[src/rtl/xcvr_cfg_pkg.sv]
package xcvr_cfg_pkg;

    // Width of one latch bank as seen at the device write port.
    localparam int LATCH_W = 8;

    // Banks per channel and their offsets inside a channel's address group.
    localparam int BANKS_PER_CH = 3;
    localparam int OFF_RX  = 0;
    localparam int OFF_TX  = 1;
    localparam int OFF_DYN = 2;

    // Values the device restores on its own reset.
    localparam logic [LATCH_W-1:0] RX_DEFAULT = 8'hBF;
    localparam logic [LATCH_W-1:0] TX_DEFAULT = 8'hAD;

    // Receive static field positions used by the live-change check.
    localparam int BIT_DEC_BYPASS = 3;
    localparam int BIT_RX_CLKSEL  = 2;
    localparam int BIT_RX_RATE    = 1;

    // Phase-alignment buffer reset bit in the dynamic bank.
    localparam int BIT_PAB_RST = 1;
    localparam logic [LATCH_W-1:0] PAB_MASK = LATCH_W'(1) << BIT_PAB_RST;

    typedef enum logic [2:0] {
        ST_IDLE,
        ST_RESET,
        ST_RX,
        ST_TX,
        ST_DYN,
        ST_PSET,
        ST_PCLR
    } step_e;

endpackage

[src/rtl/xcvr_cfg_rstgen.sv]
// Drives the device reset and the test-port reset over one shared window.
module xcvr_cfg_rstgen #(
    parameter int RST_CYCLES = 16
) (
    input  logic clk_i,
    input  logic rst_ni,
    input  logic launch_i,
    output logic active_o,
    output logic dev_rst_no,
    output logic trst_no,
    output logic tms_o
);
    localparam int CNT_W = $clog2(RST_CYCLES + 1);

    logic [CNT_W-1:0] cnt_d, cnt_q;

    always_comb begin
        cnt_d = cnt_q;
        if (launch_i) begin
            cnt_d = CNT_W'(RST_CYCLES);
        end else if (cnt_q != '0) begin
            cnt_d = cnt_q - 1'b1;
        end
    end

    always_ff @(posedge clk_i) begin
        if (!rst_ni) begin
            cnt_q <= '0;
        end else begin
            cnt_q <= cnt_d;
        end
    end

    assign active_o   = (cnt_q != '0);
    assign dev_rst_no = ~active_o;
    assign trst_no    = ~active_o;
    assign tms_o      = active_o;

endmodule

[src/rtl/xcvr_cfg_shadow.sv]
// Tracks what the device's static latches hold, from the writes issued.
module xcvr_cfg_shadow
    import xcvr_cfg_pkg::*;
#(
    parameter int NUM_CH = 4,
    parameter int ADDR_W = 4
) (
    input  logic                       clk_i,
    input  logic                       rst_ni,
    input  logic                       clear_i,
    input  logic                       wr_i,
    input  logic [ADDR_W-1:0]          addr_i,
    input  logic [LATCH_W-1:0]         data_i,
    output logic [NUM_CH*LATCH_W-1:0]  shd_rx_o,
    output logic [NUM_CH*LATCH_W-1:0]  shd_tx_o
);
    localparam int GLB_BASE = BANKS_PER_CH * NUM_CH;

    logic glb_rx_hit, glb_tx_hit;

    assign glb_rx_hit = wr_i && (addr_i == ADDR_W'(GLB_BASE + OFF_RX));
    assign glb_tx_hit = wr_i && (addr_i == ADDR_W'(GLB_BASE + OFF_TX));

    for (genvar c = 0; c < NUM_CH; c++) begin : g_ch
        logic [LATCH_W-1:0] rx_d, rx_q, tx_d, tx_q;
        logic               rx_hit, tx_hit;

        assign rx_hit = glb_rx_hit ||
                        (wr_i && (addr_i == ADDR_W'(BANKS_PER_CH * c + OFF_RX)));
        assign tx_hit = glb_tx_hit ||
                        (wr_i && (addr_i == ADDR_W'(BANKS_PER_CH * c + OFF_TX)));

        always_comb begin
            rx_d = rx_q;
            tx_d = tx_q;
            if (clear_i) begin
                rx_d = RX_DEFAULT;
                tx_d = TX_DEFAULT;
            end else begin
                if (rx_hit) rx_d = data_i;
                if (tx_hit) tx_d = data_i;
            end
        end

        always_ff @(posedge clk_i) begin
            if (!rst_ni) begin
                rx_q <= RX_DEFAULT;
                tx_q <= TX_DEFAULT;
            end else begin
                rx_q <= rx_d;
                tx_q <= tx_d;
            end
        end

        assign shd_rx_o[c*LATCH_W +: LATCH_W] = rx_q;
        assign shd_tx_o[c*LATCH_W +: LATCH_W] = tx_q;
    end

endmodule

[src/rtl/xcvr_cfg_step.sv]
// Decides, for the current step and channel index, whether and what to write.
module xcvr_cfg_step
    import xcvr_cfg_pkg::*;
#(
    parameter int NUM_CH = 4,
    parameter int ADDR_W = 4,
    parameter int IDX_W  = 2
) (
    input  step_e                      step_i,
    input  logic                       all_mode_i,
    input  logic [IDX_W-1:0]           idx_i,
    input  logic [IDX_W-1:0]           sel_i,
    input  logic [NUM_CH*LATCH_W-1:0]  tgt_rx_i,
    input  logic [NUM_CH*LATCH_W-1:0]  tgt_tx_i,
    input  logic [NUM_CH*LATCH_W-1:0]  tgt_dyn_i,
    input  logic [NUM_CH-1:0]          bypass_i,
    input  logic [NUM_CH*LATCH_W-1:0]  shd_rx_i,
    input  logic [NUM_CH*LATCH_W-1:0]  shd_tx_i,
    input  logic [NUM_CH*LATCH_W-1:0]  req_rx_i,
    output logic                       wr_o,
    output logic [ADDR_W-1:0]          addr_o,
    output logic [LATCH_W-1:0]         data_o,
    output logic                       last_o,
    output logic [NUM_CH-1:0]          hazard_o
);
    localparam int GLB_BASE = BANKS_PER_CH * NUM_CH;

    logic [LATCH_W-1:0] val [NUM_CH];
    logic [LATCH_W-1:0] shd [NUM_CH];
    logic [NUM_CH-1:0]  need;
    logic [NUM_CH-1:0]  same;
    logic               is_static, is_pab, in_step, uniform;
    logic [IDX_W-1:0]   ch;
    int                 off;

    assign is_static = (step_i == ST_RX) || (step_i == ST_TX);
    assign is_pab    = (step_i == ST_PSET) || (step_i == ST_PCLR);
    assign in_step   = is_static || is_pab || (step_i == ST_DYN);

    for (genvar c = 0; c < NUM_CH; c++) begin : g_ch
        logic [LATCH_W-1:0] cur_rx;
        assign cur_rx = shd_rx_i[c*LATCH_W +: LATCH_W];

        assign val[c] = (step_i == ST_RX) ? tgt_rx_i[c*LATCH_W +: LATCH_W] :
                        (step_i == ST_TX) ? tgt_tx_i[c*LATCH_W +: LATCH_W] :
                        (tgt_dyn_i[c*LATCH_W +: LATCH_W] & ~PAB_MASK);
        assign shd[c] = (step_i == ST_TX) ? shd_tx_i[c*LATCH_W +: LATCH_W] : cur_rx;
        assign need[c] = is_static ? (val[c] != shd[c]) :
                         is_pab    ? ~bypass_i[c] :
                         (step_i == ST_DYN);
        assign same[c] = (val[c] == val[0]);

        // Live decoder/clock-select change that the device cannot take.
        assign hazard_o[c] = !cur_rx[BIT_DEC_BYPASS] && !cur_rx[BIT_RX_CLKSEL] &&
                             !cur_rx[BIT_RX_RATE] &&
                             req_rx_i[c*LATCH_W + BIT_DEC_BYPASS] &&
                             req_rx_i[c*LATCH_W + BIT_RX_CLKSEL];
    end

    assign uniform = (&same) && (!is_pab || (&need));

    always_comb begin
        wr_o   = 1'b0;
        addr_o = '0;
        data_o = '0;
        last_o = 1'b1;
        ch     = all_mode_i ? idx_i : sel_i;
        off    = (step_i == ST_RX) ? OFF_RX : (step_i == ST_TX) ? OFF_TX : OFF_DYN;
        if (in_step) begin
            if (all_mode_i && uniform) begin
                wr_o   = |need;
                addr_o = ADDR_W'(GLB_BASE + off);
                data_o = val[0];
                last_o = 1'b1;
            end else begin
                wr_o   = need[ch];
                addr_o = ADDR_W'(BANKS_PER_CH * int'(ch) + off);
                data_o = val[ch];
                last_o = !all_mode_i || (idx_i == IDX_W'(NUM_CH - 1));
            end
            if (step_i == ST_PSET) begin
                data_o = data_o | PAB_MASK;
            end
        end
    end

endmodule

[src/rtl/xcvr_cfg_seq.sv]
module xcvr_cfg_seq
    import xcvr_cfg_pkg::*;
#(
    parameter int NUM_CH         = 4,
    parameter int RST_CYCLES     = 16,
    parameter int MIN_TMS_CYCLES = 5,
    localparam int IDX_W  = (NUM_CH > 1) ? $clog2(NUM_CH) : 1,
    localparam int ADDR_W = $clog2(BANKS_PER_CH * NUM_CH + BANKS_PER_CH + 1),
    localparam int VEC_W  = NUM_CH * LATCH_W
) (
    input  logic               clk_i,
    input  logic               rst_ni,
    input  logic               start_i,
    input  logic               all_ch_i,
    input  logic [IDX_W-1:0]   chan_i,
    input  logic [VEC_W-1:0]   tgt_rx_i,
    input  logic [VEC_W-1:0]   tgt_tx_i,
    input  logic [VEC_W-1:0]   tgt_dyn_i,
    input  logic [NUM_CH-1:0]  pab_bypass_i,
    output logic [ADDR_W-1:0]  addr_o,
    output logic [LATCH_W-1:0] data_o,
    output logic               wr_o,
    output logic               dev_rst_no,
    output logic               trst_no,
    output logic               tms_o,
    output logic               busy_o,
    output logic               done_o
);

    typedef struct packed {
        step_e              step;
        logic               all_mode;
        logic [IDX_W-1:0]   idx;
        logic [IDX_W-1:0]   sel;
        logic               done;
        logic [VEC_W-1:0]   rx;
        logic [VEC_W-1:0]   tx;
        logic [VEC_W-1:0]   dyn;
        logic [NUM_CH-1:0]  byp;
    } seq_t;

    seq_t               seq_d, seq_q;
    logic               launch, rg_active, step_last;
    logic [NUM_CH-1:0]  hazard;
    logic [VEC_W-1:0]   shd_rx, shd_tx;

    xcvr_cfg_rstgen #(
        .RST_CYCLES (RST_CYCLES)
    ) u_rstgen (
        .clk_i      (clk_i),
        .rst_ni     (rst_ni),
        .launch_i   (launch),
        .active_o   (rg_active),
        .dev_rst_no (dev_rst_no),
        .trst_no    (trst_no),
        .tms_o      (tms_o)
    );

    xcvr_cfg_shadow #(
        .NUM_CH (NUM_CH),
        .ADDR_W (ADDR_W)
    ) u_shadow (
        .clk_i    (clk_i),
        .rst_ni   (rst_ni),
        .clear_i  (launch),
        .wr_i     (wr_o),
        .addr_i   (addr_o),
        .data_i   (data_o),
        .shd_rx_o (shd_rx),
        .shd_tx_o (shd_tx)
    );

    xcvr_cfg_step #(
        .NUM_CH (NUM_CH),
        .ADDR_W (ADDR_W),
        .IDX_W  (IDX_W)
    ) u_step (
        .step_i     (seq_q.step),
        .all_mode_i (seq_q.all_mode),
        .idx_i      (seq_q.idx),
        .sel_i      (seq_q.sel),
        .tgt_rx_i   (seq_q.rx),
        .tgt_tx_i   (seq_q.tx),
        .tgt_dyn_i  (seq_q.dyn),
        .bypass_i   (seq_q.byp),
        .shd_rx_i   (shd_rx),
        .shd_tx_i   (shd_tx),
        .req_rx_i   (tgt_rx_i),
        .wr_o       (wr_o),
        .addr_o     (addr_o),
        .data_o     (data_o),
        .last_o     (step_last),
        .hazard_o   (hazard)
    );

    always_comb begin
        seq_d      = seq_q;
        seq_d.done = 1'b0;
        launch     = 1'b0;
        unique case (seq_q.step)
            ST_IDLE: begin
                if (start_i) begin
                    seq_d.rx  = tgt_rx_i;
                    seq_d.tx  = tgt_tx_i;
                    seq_d.dyn = tgt_dyn_i;
                    seq_d.byp = pab_bypass_i;
                    seq_d.sel = chan_i;
                    seq_d.idx = '0;
                    if (all_ch_i || hazard[chan_i]) begin
                        seq_d.all_mode = 1'b1;
                        seq_d.step     = ST_RESET;
                        launch         = 1'b1;
                    end else begin
                        seq_d.all_mode = 1'b0;
                        seq_d.step     = ST_RX;
                    end
                end
            end
            ST_RESET: begin
                if (!rg_active) seq_d.step = ST_RX;
            end
            ST_RX, ST_TX, ST_DYN: begin
                if (step_last) begin
                    seq_d.idx  = '0;
                    seq_d.step = (seq_q.step == ST_RX) ? ST_TX :
                                 (seq_q.step == ST_TX) ? ST_DYN : ST_PSET;
                end else begin
                    seq_d.idx = seq_q.idx + 1'b1;
                end
            end
            ST_PSET: begin
                seq_d.step = ST_PCLR;
            end
            ST_PCLR: begin
                if (step_last) begin
                    seq_d.step = ST_IDLE;
                    seq_d.done = 1'b1;
                end else begin
                    seq_d.idx  = seq_q.idx + 1'b1;
                    seq_d.step = ST_PSET;
                end
            end
            default: begin
                seq_d.step = ST_IDLE;
            end
        endcase
    end

    always_ff @(posedge clk_i) begin
        if (!rst_ni) begin
            seq_q      <= '0;
            seq_q.step <= ST_IDLE;
        end else begin
            seq_q      <= seq_d;
        end
    end

    assign busy_o = (seq_q.step != ST_IDLE);
    assign done_o = seq_q.done;

endmodule

[config.mk]
export PLATFORM = sky130hd
export DESIGN_NAME = xcvr_cfg_seq
export DESIGN_NICKNAME = d
export VERILOG_FILES = /design/src/rtl/xcvr_cfg_pkg.sv /design/src/rtl/xcvr_cfg_rstgen.sv /design/src/rtl/xcvr_cfg_shadow.sv /design/src/rtl/xcvr_cfg_step.sv /design/src/rtl/xcvr_cfg_seq.sv
export SDC_FILE = /design/constraint.sdc
export NUM_CORES = 1
export LEC_CHECK = 0
export BUFFER_PORTS_ARGS = -buffer_cell sky130_fd_sc_hd__buf_2
export CAP_MARGIN = 20
export CORE_MARGIN = 3
export CORE_UTILIZATION = 51
export CTS_BUF_LIST = sky130_fd_sc_hd__clkbuf_4 sky130_fd_sc_hd__clkbuf_8
export DETAILED_ROUTE_END_ITERATION = 10
export PLACE_DENSITY = 0.71
export SLEW_MARGIN = 20
export SYNTH_ARGS = -nofsm -noshare
export SYNTH_HDL_FRONTEND = slang
export SYNTH_SLANG_ARGS = --single-unit
export TNS_END_PERCENT = 50
[constraint.sdc]
create_clock -name clk_i -period 7.7 [get_ports clk_i]
set_clock_uncertainty 0.15 [all_clocks]
set_input_delay 0.77 -clock clk_i [delete_from_list [all_inputs] [get_ports clk_i]]
set_output_delay 0.77 -clock clk_i [all_outputs]
set_load 0.03 [all_outputs]
==> results.ini <==
[synth]
syn_avg_cell_area_um2=8.80
ys.flop_type=dfxtp_1
async_flop_share_pct=0
synth-seq-area-share_pct=38.4
synthCells=1030
synth-edff-count=0
ys_types=63
syn-num-nets=1143
synth.ff_latch_count=174
synth_area_um2=9060
ys_warn_count=0

[layout]
regArea_um2=3490
multi_input_area_um2=5240
layout_commonest_cell=nand2_1
drive_gt1_share_pct=20.0
fill_cells=1597
antennaDiodeCount=0
area_growth_pct=12.2
final_nets=1230
final_cell_mix=nand2_1, dfxtp_1, mux2i_1
fin_area_um2=10200

[sta]
min_period_ns=6.10
tns_ns=0
whs_ns=0.315
slew_violations=0
setup_violations=0
tightest_slew_ns=1.03
rsz0062_at_grt=no
slew_headroom_pct=31.2
hold_viol_final=0
timing.fmax_mhz=164
fin_crit_sh_pct=79.3
setup_slack_ns=1.60

[worst_setup_path]
cpPeakStageDelay_ns=0.91
crit_buf_inv=2
critical_path.top_delay_family=simple AND/OR/NAND/NOR gates
worstPathMaxFanout=23
crit_slowest_cell=nor2b_4
worst_ep_required_time_ns=6.78
cp-start-kind=register
path_common_cell=mux2i_1
path_class=register to primary output
cp.arrival_ns=5.18
endpoint_kind=primary output
crit_chain=nor2b_4 -> mux2i_1 -> and4_1 -> o22ai_1 -> a2111oi_0 -> nand4_1 -> mux2i_1 -> or3b_1 -> inv_1 -> buf_2

[drt]
wl_mm=24.3
drc=0
drt_iter0_drc=521
avgViaCountPerCell=5.56
firstDrtPassIters=5
wl_per_cell_um=17.9
antenna_left=0
num_vias=7533

[cts]
post-cts-setup-buffer-count=0
clkLatencyLatePin_ns=0.48
cts_hold_buf=0
cts_buffers=17
cts.path.max_buffers=2
cts-resized-gates=0
clock_sinks=174
cts_tree=done
root_buffer=clkbuf_8
path_clk_slew_ns=0.10
htree_levels=4

[place]
place_hpwl_mm=17.2
io_buffers=119
dp_slack_ns=2.20
gp_congestion=0.948
place_area_um2=9760

[power]
powerDensity_nw_per_um2=260
finalPower_mw=2.64
irDropWorstVdd_v=0.000340
leakagePower_nw=4.25

[die]
rows=48
chipWidth_um=139
coreArea_um2=17400
io_pins=124
initial_core_util_pct=52.2
die_area_um2=19400
die_y_um=139

[run_status]
outcome=finished clean

[worst_hold_path]
hold_path_class=register to register

[grt]
grt_start_max_net_pins=101
grt_pass1_wl_mm=39.2
grt.overflow.total=0
antenna_found_initial=0
grt_pass1_vias=7457
grt_use_total_pct=25.2

[job]
maxCapViolations=0

[final cells by class]
| type | instances | area share [%] |
|---|---|---|
| multi-input combinational | 775 | 51.5 |
| sequential | 174 | 34.3 |
| timing repair buffer | 130 | 6.67 |
| tap | 225 | 2.77 |
| clock buffer | 17 | 2.30 |
| clock inverter | 15 | 1.78 |
| inverter | 19 | 0.701 |
[metal layers]
layer / wire length (um) / vias to the layer above / track usage [%]
met2: 11600 / 187 / 41.5
met4: 478 / 0 / 7.31
met5: 0 / - / 0
met3: 1150 / 32 / 4.47
li1: - / 3714 / -
met1: 11100 / 3600 / 34.1
[logic make-up (layout without fill, tap and decap cells)]
family	count (synthesis)	in the layout	synth area share, %
DFF	174	174	38.4
AOI/OAI and AO/OA	171	171	14.0
buffers and inverters	81	181	3.88
and+or+nand+nor	386	386	18.0
xor gates and xnor gates	41	41	3.96
adders and majority gates	8	8	1.24
muxes	169	169	20.5
[sequential cells by signal (all words and copies together), names as in the netlist]
name and count:
done_o 1, u_shadow.g_ch.tx_q 32, u_shadow.g_ch.rx_q 32, u_rstgen.cnt_q 5
seq_q 104
[through the flow]
stage | std cells | util [%]
6_report | 1355 | 58.6
5_1_grt | 1355 | 58.6
4_1_cts | 1355 | 58.6
3_5_place_dp | 1323 | 56.2
3_3_place_gp | 1323 | 56.2
2_1_floorplan | 1030 | -
[final timing paths]
check / cells after the start / to / startpoint / slack, ns
hold reg to reg: 2 / seq_q[94] / seq_q[94] / 0.31
setup / recovery: 10 / addr_o[1] / seq_q[107] / 1.60
setup reg to reg: 12 / u_shadow.g_ch[3].tx_q[2] / seq_q[107] / 1.97
hold / removal: 2 / seq_q[94] / seq_q[94] / 0.31
[report_power, final]
group,switching [mW],total (mW),internal [mW]
sequential,0.0956,1.09,0.996
combinational,0.540,0.883,0.343
clock,0.369,0.670,0.300
[synth_stat cells (2+ instances only)]
| cell type | n | area [um2] |
|---|---|---|
| and2_1 | 2 | 12.5 |
| dfxtp_1 | 174 | 3480 |
| nor2b_1 | 2 | 12.5 |
| inv_2 | 2 | 7.51 |
| mux2_2 | 30 | 338 |
| or2_2 | 2 | 12.5 |
| nand2_1 | 239 | 897 |
| o21ai_0 | 14 | 70.1 |
| o21ai_2 | 2 | 17.5 |
| nor3_1 | 14 | 70.1 |
| o22ai_1 | 4 | 25.0 |
| nor4_1 | 13 | 81.3 |
| buf_2 | 8 | 40.0 |
| mux4_2 | 10 | 225 |
| or3_1 | 2 | 12.5 |
| nand3_1 | 3 | 15.0 |
| o21a_1 | 2 | 15.0 |
| a21oi_2 | 2 | 17.5 |
| a31oi_1 | 4 | 25.0 |
| a211oi_4 | 2 | 40.0 |
| nor2_1 | 85 | 319 |
| a21boi_0 | 101 | 758 |
| o211ai_1 | 2 | 15.0 |
| mux2i_1 | 129 | 1290 |
| buf_4 | 2 | 15.0 |
| nand4_1 | 9 | 56.3 |
| buf_6 | 4 | 45.0 |
| and3_1 | 5 | 31.3 |
| ha_1 | 5 | 62.6 |
| a211oi_1 | 3 | 22.5 |
| a31o_2 | 6 | 52.6 |
| xnor2_1 | 24 | 210 |
| inv_1 | 17 | 63.8 |
| xor2_1 | 17 | 149 |
| a41oi_1 | 3 | 26.3 |
| fa_1 | 2 | 40.0 |
| a21oi_1 | 13 | 65.1 |
| clkbuf_1 | 47 | 176 |
[worst register-to-register path: cells and delay by family, from the launching register on]
kind,cells,cell delay (ns)
AND/OR/NAND/NOR,5,2.18
flip-flops,1,0.74
AO/OA/AOI/OAI,3,1.14
multiplexers,3,1.22
buffers and inverters,1,0.24
(Power assumes the default switching activity.)
